**src/rtl/dseg_pkg.sv**
```systemverilog
package dseg_pkg;

  typedef enum logic [1:0] {
    XM_PTR  = 2'd0,
    XM_PAGE = 2'd1,
    XM_SEG  = 2'd2,
    XM_RSV  = 2'd3
  } xmode_e;

endpackage

```
**src/rtl/dseg_rst_sync.sv**
```systemverilog
module dseg_rst_sync #(
  parameter int STAGES = 2
) (
  input  logic clk,
  input  logic rst_n,
  output logic rst_sync_n
);

  logic [STAGES-1:0] sh_q;
  logic [STAGES-1:0] sh_d;

  always_comb begin
    sh_d = {sh_q[STAGES-2:0], 1'b1};
  end

  always_ff @(posedge clk or negedge rst_n) begin
    if (!rst_n) sh_q <= '0;
    else        sh_q <= sh_d;
  end

  assign rst_sync_n = sh_q[STAGES-1];

endmodule

```
**src/rtl/dseg_ptr_bank.sv**
```systemverilog
module dseg_ptr_bank #(
  parameter int NPTR   = 4,
  parameter int PAGE_W = 10,
  parameter int DATA_W = 16,
  localparam int SEL_W = $clog2(NPTR)
) (
  input  logic                         clk,
  input  logic                         rst_n,
  input  logic                         wr_en,
  input  logic [SEL_W-1:0]             wr_sel,
  input  logic [DATA_W-1:0]            wr_data,
  input  logic [SEL_W-1:0]             rd_sel,
  output logic [DATA_W-1:0]            rd_data,
  output logic [NPTR-1:0][PAGE_W-1:0]  ptrs
);

  logic [NPTR-1:0][PAGE_W-1:0] ptr_q;
  logic [NPTR-1:0][PAGE_W-1:0] ptr_d;
  logic [NPTR-1:0]             ptr_ce;

  // Per-register enable and next value
  for (genvar g = 0; g < NPTR; g++) begin : g_ptr
    always_comb begin
      ptr_ce[g] = wr_en && (wr_sel == SEL_W'(g));
      ptr_d[g]  = wr_data[PAGE_W-1:0];
    end

    always_ff @(posedge clk or negedge rst_n) begin
      if (!rst_n)         ptr_q[g] <= PAGE_W'(g);
      else if (ptr_ce[g]) ptr_q[g] <= ptr_d[g];
    end
  end

  assign ptrs    = ptr_q;
  assign rd_data = {{(DATA_W-PAGE_W){1'b0}}, ptr_q[rd_sel]};

  // a write lands in the addressed pointer on the next cycle
  a_r3_write_lands: assert property (@(posedge clk) disable iff (!rst_n)
    wr_en |=> ptr_q[$past(wr_sel)] == $past(wr_data[PAGE_W-1:0]));

  // an unwritten pointer keeps its value
  a_r4_hold_unwritten: assert property (@(posedge clk) disable iff (!rst_n)
    !wr_en |=> $stable(ptr_q));

endmodule

```
**src/rtl/dseg_addr_map.sv**
```systemverilog
module dseg_addr_map
  import dseg_pkg::*;
#(
  parameter int NPTR    = 4,
  parameter int PAGE_W  = 10,
  parameter int LADDR_W = 16,
  parameter int SEG_W   = 8,
  localparam int SEL_W   = $clog2(NPTR),
  localparam int OFS_W   = LADDR_W - SEL_W,
  localparam int PADDR_W = PAGE_W + OFS_W
) (
  input  logic [NPTR-1:0][PAGE_W-1:0] ptrs,
  input  logic                        req_vld,
  input  logic [LADDR_W-1:0]          req_addr,
  input  logic                        req_word,
  input  xmode_e                      req_mode,
  input  logic [PAGE_W-1:0]           req_page,
  input  logic [SEG_W-1:0]            req_seg,
  output logic [PADDR_W-1:0]          phys_addr,
  output logic                        phys_vld,
  output logic                        misal
);

  logic [SEL_W-1:0]   sel;
  logic [OFS_W-1:0]   ofs;
  logic [PADDR_W-1:0] pa_raw;

  always_comb begin
    sel   = req_addr[LADDR_W-1 -: SEL_W];
    ofs   = req_addr[OFS_W-1:0];
    misal = req_word && req_addr[0];
    unique case (req_mode)
      XM_PAGE: pa_raw = {req_page, ofs};
      XM_SEG:  pa_raw = PADDR_W'({req_seg, req_addr});
      default: pa_raw = {ptrs[sel], ofs};
    endcase
    phys_vld  = req_vld && !misal;
    phys_addr = phys_vld ? pa_raw : '0;
  end

endmodule

```
**src/rtl/dseg_trap_gen.sv**
```systemverilog
module dseg_trap_gen (
  input  logic clk,
  input  logic rst_n,
  input  logic req_vld,
  input  logic misal,
  output logic trap
);

  logic trap_d;
  logic trap_q;

  always_comb begin
    trap_d = req_vld && misal;
  end

  always_ff @(posedge clk or negedge rst_n) begin
    if (!rst_n) trap_q <= 1'b0;
    else        trap_q <= trap_d;
  end

  assign trap = trap_q;

endmodule

```
**src/rtl/dseg_xlate.sv**
```systemverilog
module dseg_xlate
  import dseg_pkg::*;
#(
  parameter int NPTR    = 4,
  parameter int PAGE_W  = 10,
  parameter int LADDR_W = 16,
  parameter int SEG_W   = 8,
  parameter int DATA_W  = 16,
  localparam int SEL_W   = $clog2(NPTR),
  localparam int OFS_W   = LADDR_W - SEL_W,
  localparam int PADDR_W = PAGE_W + OFS_W
) (
  input  logic               clk,
  input  logic               rst_n,
  input  logic               wr_en,
  input  logic [SEL_W-1:0]   wr_sel,
  input  logic [DATA_W-1:0]  wr_data,
  input  logic [SEL_W-1:0]   rd_sel,
  output logic [DATA_W-1:0]  rd_data,
  input  logic               req_vld,
  input  logic [LADDR_W-1:0] req_addr,
  input  logic               req_word,
  input  logic [1:0]         req_mode,
  input  logic [PAGE_W-1:0]  req_page,
  input  logic [SEG_W-1:0]   req_seg,
  output logic [PADDR_W-1:0] phys_addr,
  output logic               phys_vld,
  output logic               trap
);

  logic                        rst_sync_n;
  logic [NPTR-1:0][PAGE_W-1:0] ptrs;
  logic                        misal;
  xmode_e                      mode;

  assign mode = xmode_e'(req_mode);

  dseg_rst_sync #(.STAGES(2)) u_rst (
    .clk        (clk),
    .rst_n      (rst_n),
    .rst_sync_n (rst_sync_n)
  );

  dseg_ptr_bank #(
    .NPTR   (NPTR),
    .PAGE_W (PAGE_W),
    .DATA_W (DATA_W)
  ) u_bank (
    .clk     (clk),
    .rst_n   (rst_sync_n),
    .wr_en   (wr_en),
    .wr_sel  (wr_sel),
    .wr_data (wr_data),
    .rd_sel  (rd_sel),
    .rd_data (rd_data),
    .ptrs    (ptrs)
  );

  dseg_addr_map #(
    .NPTR    (NPTR),
    .PAGE_W  (PAGE_W),
    .LADDR_W (LADDR_W),
    .SEG_W   (SEG_W)
  ) u_map (
    .ptrs      (ptrs),
    .req_vld   (req_vld),
    .req_addr  (req_addr),
    .req_word  (req_word),
    .req_mode  (mode),
    .req_page  (req_page),
    .req_seg   (req_seg),
    .phys_addr (phys_addr),
    .phys_vld  (phys_vld),
    .misal     (misal)
  );

  dseg_trap_gen u_trap (
    .clk     (clk),
    .rst_n   (rst_sync_n),
    .req_vld (req_vld),
    .misal   (misal),
    .trap    (trap)
  );

  // no valid address for a misaligned word access
  a_r8_no_vld_misal: assert property (@(posedge clk) disable iff (!rst_sync_n)
    phys_vld |-> !(req_word && req_addr[0]));

  // a trap pulse follows only a misaligned request
  a_r9_trap_cause: assert property (@(posedge clk) disable iff (!rst_sync_n)
    trap |-> $past(req_vld && req_word && req_addr[0]));

  // the page offset passes through unchanged in pointer and page modes
  a_r2_offset_pass: assert property (@(posedge clk) disable iff (!rst_sync_n)
    (phys_vld && req_mode != 2'd2) |-> phys_addr[OFS_W-1:0] == req_addr[OFS_W-1:0]);

  // segment mode keeps the full logical address
  a_r6_seg_join: assert property (@(posedge clk) disable iff (!rst_sync_n)
    (phys_vld && req_mode == 2'd2) |-> phys_addr == PADDR_W'({req_seg, req_addr}));

  // the unused read bits are zero
  a_r3_rd_upper_zero: assert property (@(posedge clk) disable iff (!rst_sync_n)
    rd_data[DATA_W-1:PAGE_W] == '0);

  // nothing is issued without a request
  a_r10_idle_zero: assert property (@(posedge clk) disable iff (!rst_sync_n)
    !req_vld |-> (!phys_vld && phys_addr == '0));

endmodule

```
**config.mk**
```make
export PLATFORM = sky130hd
export DESIGN_NAME = dseg_xlate
export DESIGN_NICKNAME = d
export VERILOG_FILES = /design/src/rtl/dseg_pkg.sv /design/src/rtl/dseg_rst_sync.sv /design/src/rtl/dseg_ptr_bank.sv /design/src/rtl/dseg_addr_map.sv /design/src/rtl/dseg_trap_gen.sv /design/src/rtl/dseg_xlate.sv
export SDC_FILE = /design/constraint.sdc
export NUM_CORES = 1
export LEC_CHECK = 0
export ABC_AREA = 1
export BUFFER_PORTS_ARGS = -buffer_cell sky130_fd_sc_hd__clkbuf_2
export CORE_UTILIZATION = 50
export DETAILED_ROUTE_END_ITERATION = 12
export GPL_TIMING_DRIVEN = 0
export PLACE_DENSITY_LB_ADDON = 0.3
export SLEW_MARGIN = 0
export SYNTH_ARGS = -nofsm -noshare
export SYNTH_HDL_FRONTEND = slang
export SYNTH_SLANG_ARGS = --single-unit
```
**constraint.sdc**
```tcl
create_clock -name clk -period 2.72 [get_ports clk]
set_clock_uncertainty 0.1 [all_clocks]
set_input_delay 0.544 -clock clk [delete_from_list [all_inputs] [get_ports clk]]
set_output_delay 0.544 -clock clk [all_outputs]
set_load 0.005 [all_outputs]
```
==> results of run 1 <==
[flip-flops by register name (all words and copies together), names as in the netlist]
register / count
u_bank.ptrs: 40
u_trap.trap: 1
u_rst.sh_q: 2
[worst max-delay path, delay by kind of cell]
kind	cells	cell delay, ps
AO/OA/AOI/OAI	1	140
adder cells (fa/ha/maj)	1	300
buffers and inverters	4	770
[cells in the final DEF, fill, tap and decap left out, drive strengths merged]
cell          Yosys  routed
nand2           124     124
clkbuf            6     104
o21ai            60      60
dfrtp            39      39
nor2             36      36
nand3            32      32
inv              32      32
buf              22      22
a21oi            11      11
o22ai            10      10
conb              2       7
dfstp             4       4
ha                2       2
bufinv            1       1
dlymetal6s2s      1       1
clkinv            1       1
dlygate4sd3       0       1
[layer usage]
layer | global-route usage (%) | wire [um]
met5 | 0 | 0
met4 | 12.6 | 162
met3 | 6.75 | 857
met2 | 48.2 | 3710
met1 | 35.7 | 3130
[cell usage after synthesis]
cell              n
nand2_1         124
o21ai_0          50
dfrtp_1          39
nand3_1          32
nor2_1           31
inv_1            30
a21oi_2          11
buf_2            11
o21ai_1          10
o22ai_1          10
buf_4             6
buf_6             5
clkbuf_1          5
nor2_2            5
dfstp_2           4
conb_1            2
ha_1              2
inv_2             2
bufinv_8          1
clkbuf_8          1
clkinv_1          1
dlymetal6s2s_1    1
[final timing paths]
check	slack, ps	endpoint	start	depth (start not counted)
max	320	phys_addr[21]	req_mode[0]	6
min	260	u_rst.sh_q[1]$_DFF_PN0_	u_rst.sh_q[0]$_DFF_PN0_	0
max reg2reg	1660	u_bank.ptrs[35]$_DFFE_PN0P_	u_rst.sh_q[1]$_DFF_PN0_	0
min reg2reg	260	u_rst.sh_q[1]$_DFF_PN0_	u_rst.sh_q[0]$_DFF_PN0_	0
max in group asynchronous	1660	u_bank.ptrs[35]$_DFFE_PN0P_	u_rst.sh_q[1]$_DFF_PN0_	0
min in group asynchronous	290	u_bank.ptrs[2]$_DFFE_PN0P_	u_rst.sh_q[1]$_DFF_PN0_	0
[cells by family after synthesis]
group / Yosys count
compound gates: 81
buf+inv: 63
fa+ha+maj: 2
other cells: 2
simple gates: 192
flops: 43
[power by group]
group / internal (mW) / switching (mW)
clock: 0.232 / 0.214
combinational: 0.199 / 0.254
sequential: 0.743 / 0.0861
total: 1.17 / 0.553
[layout make-up]
type	instances	area (um2)	share of cell area, %
Clock buffer	8	100	2.98
Multi-Input combinational cell	282	1280	38.2
Timing Repair Buffer	91	460	13.7
Sequential cell	43	1080	32.2
Inverter	34	141	4.21
Tap cell	70	87.6	2.61
Buffer	29	201	6.00
==> impl_metrics.toml, run 1 <==
[timing]
tns_ps = 0
final.min_clock_period_ps = 2400
rsz0062_at_grt = "no"
timing.fmax_mhz = 416
fin_crit_sh_pct = 88.3
slew_violations = 0
final_hold_viol_count = 0
max_slew.worst_pin.slew_ps = 892
slew_headroom_pct = 40.5
fin_ws_ps = 319
whs_ps = 261
setup_viol = 0

[clock_network]
hold_buffers = 1
max-clock-path-buffers = 2
cts_root_buf = "clkbuf_8"
cts_tree = "built"
cts.sinks = 43
cts_inserted_buffers = 5
cts_resized = 0
htreeDepth = 2
insertion_delay_ps = 290
post_cts_buffers = 0
clk_pin_slew_ps = 70

[grt]
grt_overflow = 0
grt_max_degree = 42
grt_pass1_wl_um = 11700
grt_usage_pct = 28.8
antenna_found_initial = 0
grt_pass1_vias = 2490

[status]
status = "completed"

[pwr]
power.total_mw = 1.73
powerDensity_nw_per_um2 = 515
ir_drop_uv = 406
power_leakage_nw = 1.83

[worst_setup_path]
critPathRequiredTime_ps = 2080
path_common_cell = "clkbuf_2"
crit_fanout = 10
crit_arrival_ps = 1760
crit_type = "input port to primary output"
crit_chain = "clkbuf_2, inv_1, ha_1, dlymetal6s2s_1, a21oi_2, clkbuf_2"
end_kind = "primary output"
slowest_stage = "dlymetal6s2s_1"
cp-start-kind = "input port"
slowest_delay_ps = 490

[synth]
yosysUniqueCellTypes = 22
synth_area_leader_cell = "dfrtp_1"
synth_top_family_by_area = "simple AND/OR/NAND/NOR gates"
muxShareOfSynthArea_pct = 0
synth_xor_xnor_area_share_pct = 0
seq_area_frac_synth_pct = 40.2
synth_seq_cells = 43
synth.cell_area_um2 = 2690
synth_warnings = 0
yosys.area_share.simple_pct = 28.8
synth_area_per_cell_um2 = 7.02
synth.area.top_cells = "dfrtp_1 36%, nand2_1 17%, o21ai_0 9.3%, nand3_1 6.0%, nor2_1 4.3%"
synth_top_area_share_pct = 36.3
synthAdderAreaFrac_pct = 0.931
synth_compound_gate_area_share_pct = 17.1
synth_cells = 383

[route]
drc = 0
num_vias = 2850
viasPerCell = 5.12
antenna_left = 0
dr.pass1.iters = 5
wirelength_um = 7850
wl_per_cell_um = 14.1
drt-initial-drc-count = 155

[run]
cap_violations = 0

[cells_and_area]
instances_no_fill = 557
fill_cells = 502
utilization_pct = 65.3
fin_area_um2 = 3360
drive_gt1_share_pct = 29.6
area_growth_pct = 24.8
nets = 549
n_antenna_cell = 0

[hold_path]
min_path_type = "flop to flop"

[die]
initial_core_util_pct = 52.3
fp.coreArea_um2 = 5140
dieArea_um2 = 5670
ioPinCount = 103
die_w_um = 75.3
die_h_um = 75.3
num_rows = 26

[placed_design]
routabilityCongestion = 0.882
place_ws_ps = 311
dp_cells = 548
port_buffers = 90
placed_cell_area_um2 = 3250
dp_hpwl_um = 5410
Power figures use the tool's default switching activity.
==> run 2, diff against run 1 <==
Settings changed: CORE_MARGIN set to 4, GPL_TIMING_DRIVEN 0 to not set.
==> run 2 against run 1 <==
  * Largest cell class unchanged
  * Largest power group unchanged
  * Non-clock buffer count shrank 18
  * Critical path type unchanged
  * Combinational power shrank 3%
  * Utilization shrank 2.7 points
  * Setup slack gained 32 ps
  * First-iteration DRC count grew 130%
  * Cell count shrank 3.2%
==> impl_metrics.toml, run 2 (synthesized netlist as in run 1, its figures left out) <==
[timing]
timing.fmax_mhz = 422
whs_ps = 197
fin_ws_ps = 351
slew_violations = 0
setup_viol = 0
final.min_clock_period_ps = 2370
fin_crit_sh_pct = 87.1
tns_ps = 0
max_slew.worst_pin.slew_ps = 802
final_hold_viol_count = 0
slew_headroom_pct = 46.4
rsz0062_at_grt = "no"

[worst_setup_path]
reg2regPathDepth = 2
end_kind = "primary output"
crit_buf_inv = 4
cp.depth = 8
cp-start-kind = "input port"
crit_fanout = 10
crit_type = "input port to primary output"
critPathRequiredTime_ps = 2080
slowest_stage = "ha_1"
path_common_cell = "clkbuf_2"
crit_chain = "clkbuf_2, inv_1, ha_1, clkinv_1, nand3_1, nand2_1, a21oi_2, clkbuf_2"
cp_top_family = "buffers and inverters"
reg2reg_to = "u_bank.ptrs[10]$_DFFE_PN1P_"
slowest_delay_ps = 280
crit_arrival_ps = 1730
ff2ff_setup_slack_ps = 1820
r2r-start = "u_bank.ptrs[10]$_DFFE_PN1P_"

[pwr]
ir_drop_uv = 352
p_int_mw = 1.16
clkPwrFrac_pct = 25.7
power.combinational.fraction_pct = 25.9
switching_share_pct = 31.5
power.total_mw = 1.70
switchingPower_mw = 0.534
powerDensity_nw_per_um2 = 524
p_seq_share_pct = 48.4
power_leakage_nw = 1.75

[cells_and_area]
area_growth_pct = 20.4
n_antenna_cell = 0
drive_gt1_share_pct = 27.9
final_common_cell = "nand2_1"
nets = 531
layout_common_cells = "124 x nand2_1, 90 x clkbuf_2, 50 x o21ai_0, 39 x dfrtp_1, 32 x nand3_1"
instances_no_fill = 539
utilization_pct = 62.6
largest_reg_flops = 40
fin_area_um2 = 3240

[route]
dr.pass1.iters = 5
wl_per_cell_um = 13.6
drt-initial-drc-count = 354
wirelength_um = 7340
viasPerCell = 5.13
drc = 0
antenna_left = 0
num_vias = 2767

[die]
die_h_um = 81.3
ioPinCount = 103
fp.coreArea_um2 = 5170
die_w_um = 81.3
num_rows = 26
initial_core_util_pct = 52.0
dieArea_um2 = 6610

[grt]
grt_max_degree = 42
grt_usage_pct = 21.9
grt_pass1_wl_um = 11200
grt_overflow = 0
grt_pass1_vias = 2364
antenna_found_initial = 0

[placed_design]
dp_hpwl_um = 5420
routabilityCongestion = 0.836
placed_cell_area_um2 = 3130
port_buffers = 90
dp_cells = 530
place_ws_ps = 340

[hold_path]
min_path_type = "flop to async pin"

[run]
cap_violations = 0

[clock_network]
max-clock-path-buffers = 2
cts_tree = "built"
cts_root_buf = "clkbuf_8"
cts_inserted_buffers = 5
clk_pin_slew_ps = 80
cts.sinks = 43
htreeDepth = 2
insertion_delay_ps = 280

[status]
status = "completed"
-- run 2: cell types whose count changed in the layout (fill, tap and decap cells not counted), sizes merged --
cell and change:
buf -11, clkbuf -6, dlymetal6s2s -1
-- run 2: timing repair --
action / CTS / global route
resized for setup: 0 / 0
hold buffers: 1 / 0
hold endpoints to repair: 2 / 0
buffers inserted: 0 / 0
-- run 2: metal layers --
layer,global-route usage [%],vias to the layer above,wire [um]
met5,0,-,0
met2,37.1,147,3480
met1,28.6,1237,3030
met3,4.43,6,777
met4,5.24,0,51
li1,-,1377,-
-- run 2: cell type report --
type	count	area (um2)
Clock buffer	8	100
Fill cell	478	1940
Inverter	34	141
Multi-Input combinational cell	282	1280
Sequential cell	43	1080
Tap cell	70	87.6
Timing Repair Buffer	102	543
-- run 2: how the worst max path moves through the flow --
| stage | start | end | slack (ps) |
|---|---|---|---|
| final | req_mode[0] | phys_addr[14] | 350 |
| after global routing | req_mode[0] | phys_addr[14] | 210 |
| after global placement | req_mode[0] | phys_addr[16] | 380 |
| after detailed placement | req_mode[0] | phys_addr[14] | 340 |
| after floorplan | req_mode[0] | phys_addr[14] | 710 |
| after CTS | req_mode[0] | phys_addr[14] | 340 |
-- run 2: worst register-to-register path, stage by stage (launching register included) --
cell     delay, ps
dfstp_2        540
nand2_1         60
o21ai_0        120
-- run 2: power groups by stage --
| stage | Clock [mW] | Sequential, mW | Combinational (mW) |
|---|---|---|---|
| floorplan | 0 | 0.816 | 0.291 |
| global placement | 0 | 0.826 | 0.425 |
| detailed placement | 0 | 0.829 | 0.440 |
| CTS | 0.446 | 0.817 | 0.443 |
| global route | 0.475 | 0.831 | 0.502 |
| finish | 0.436 | 0.821 | 0.439 |
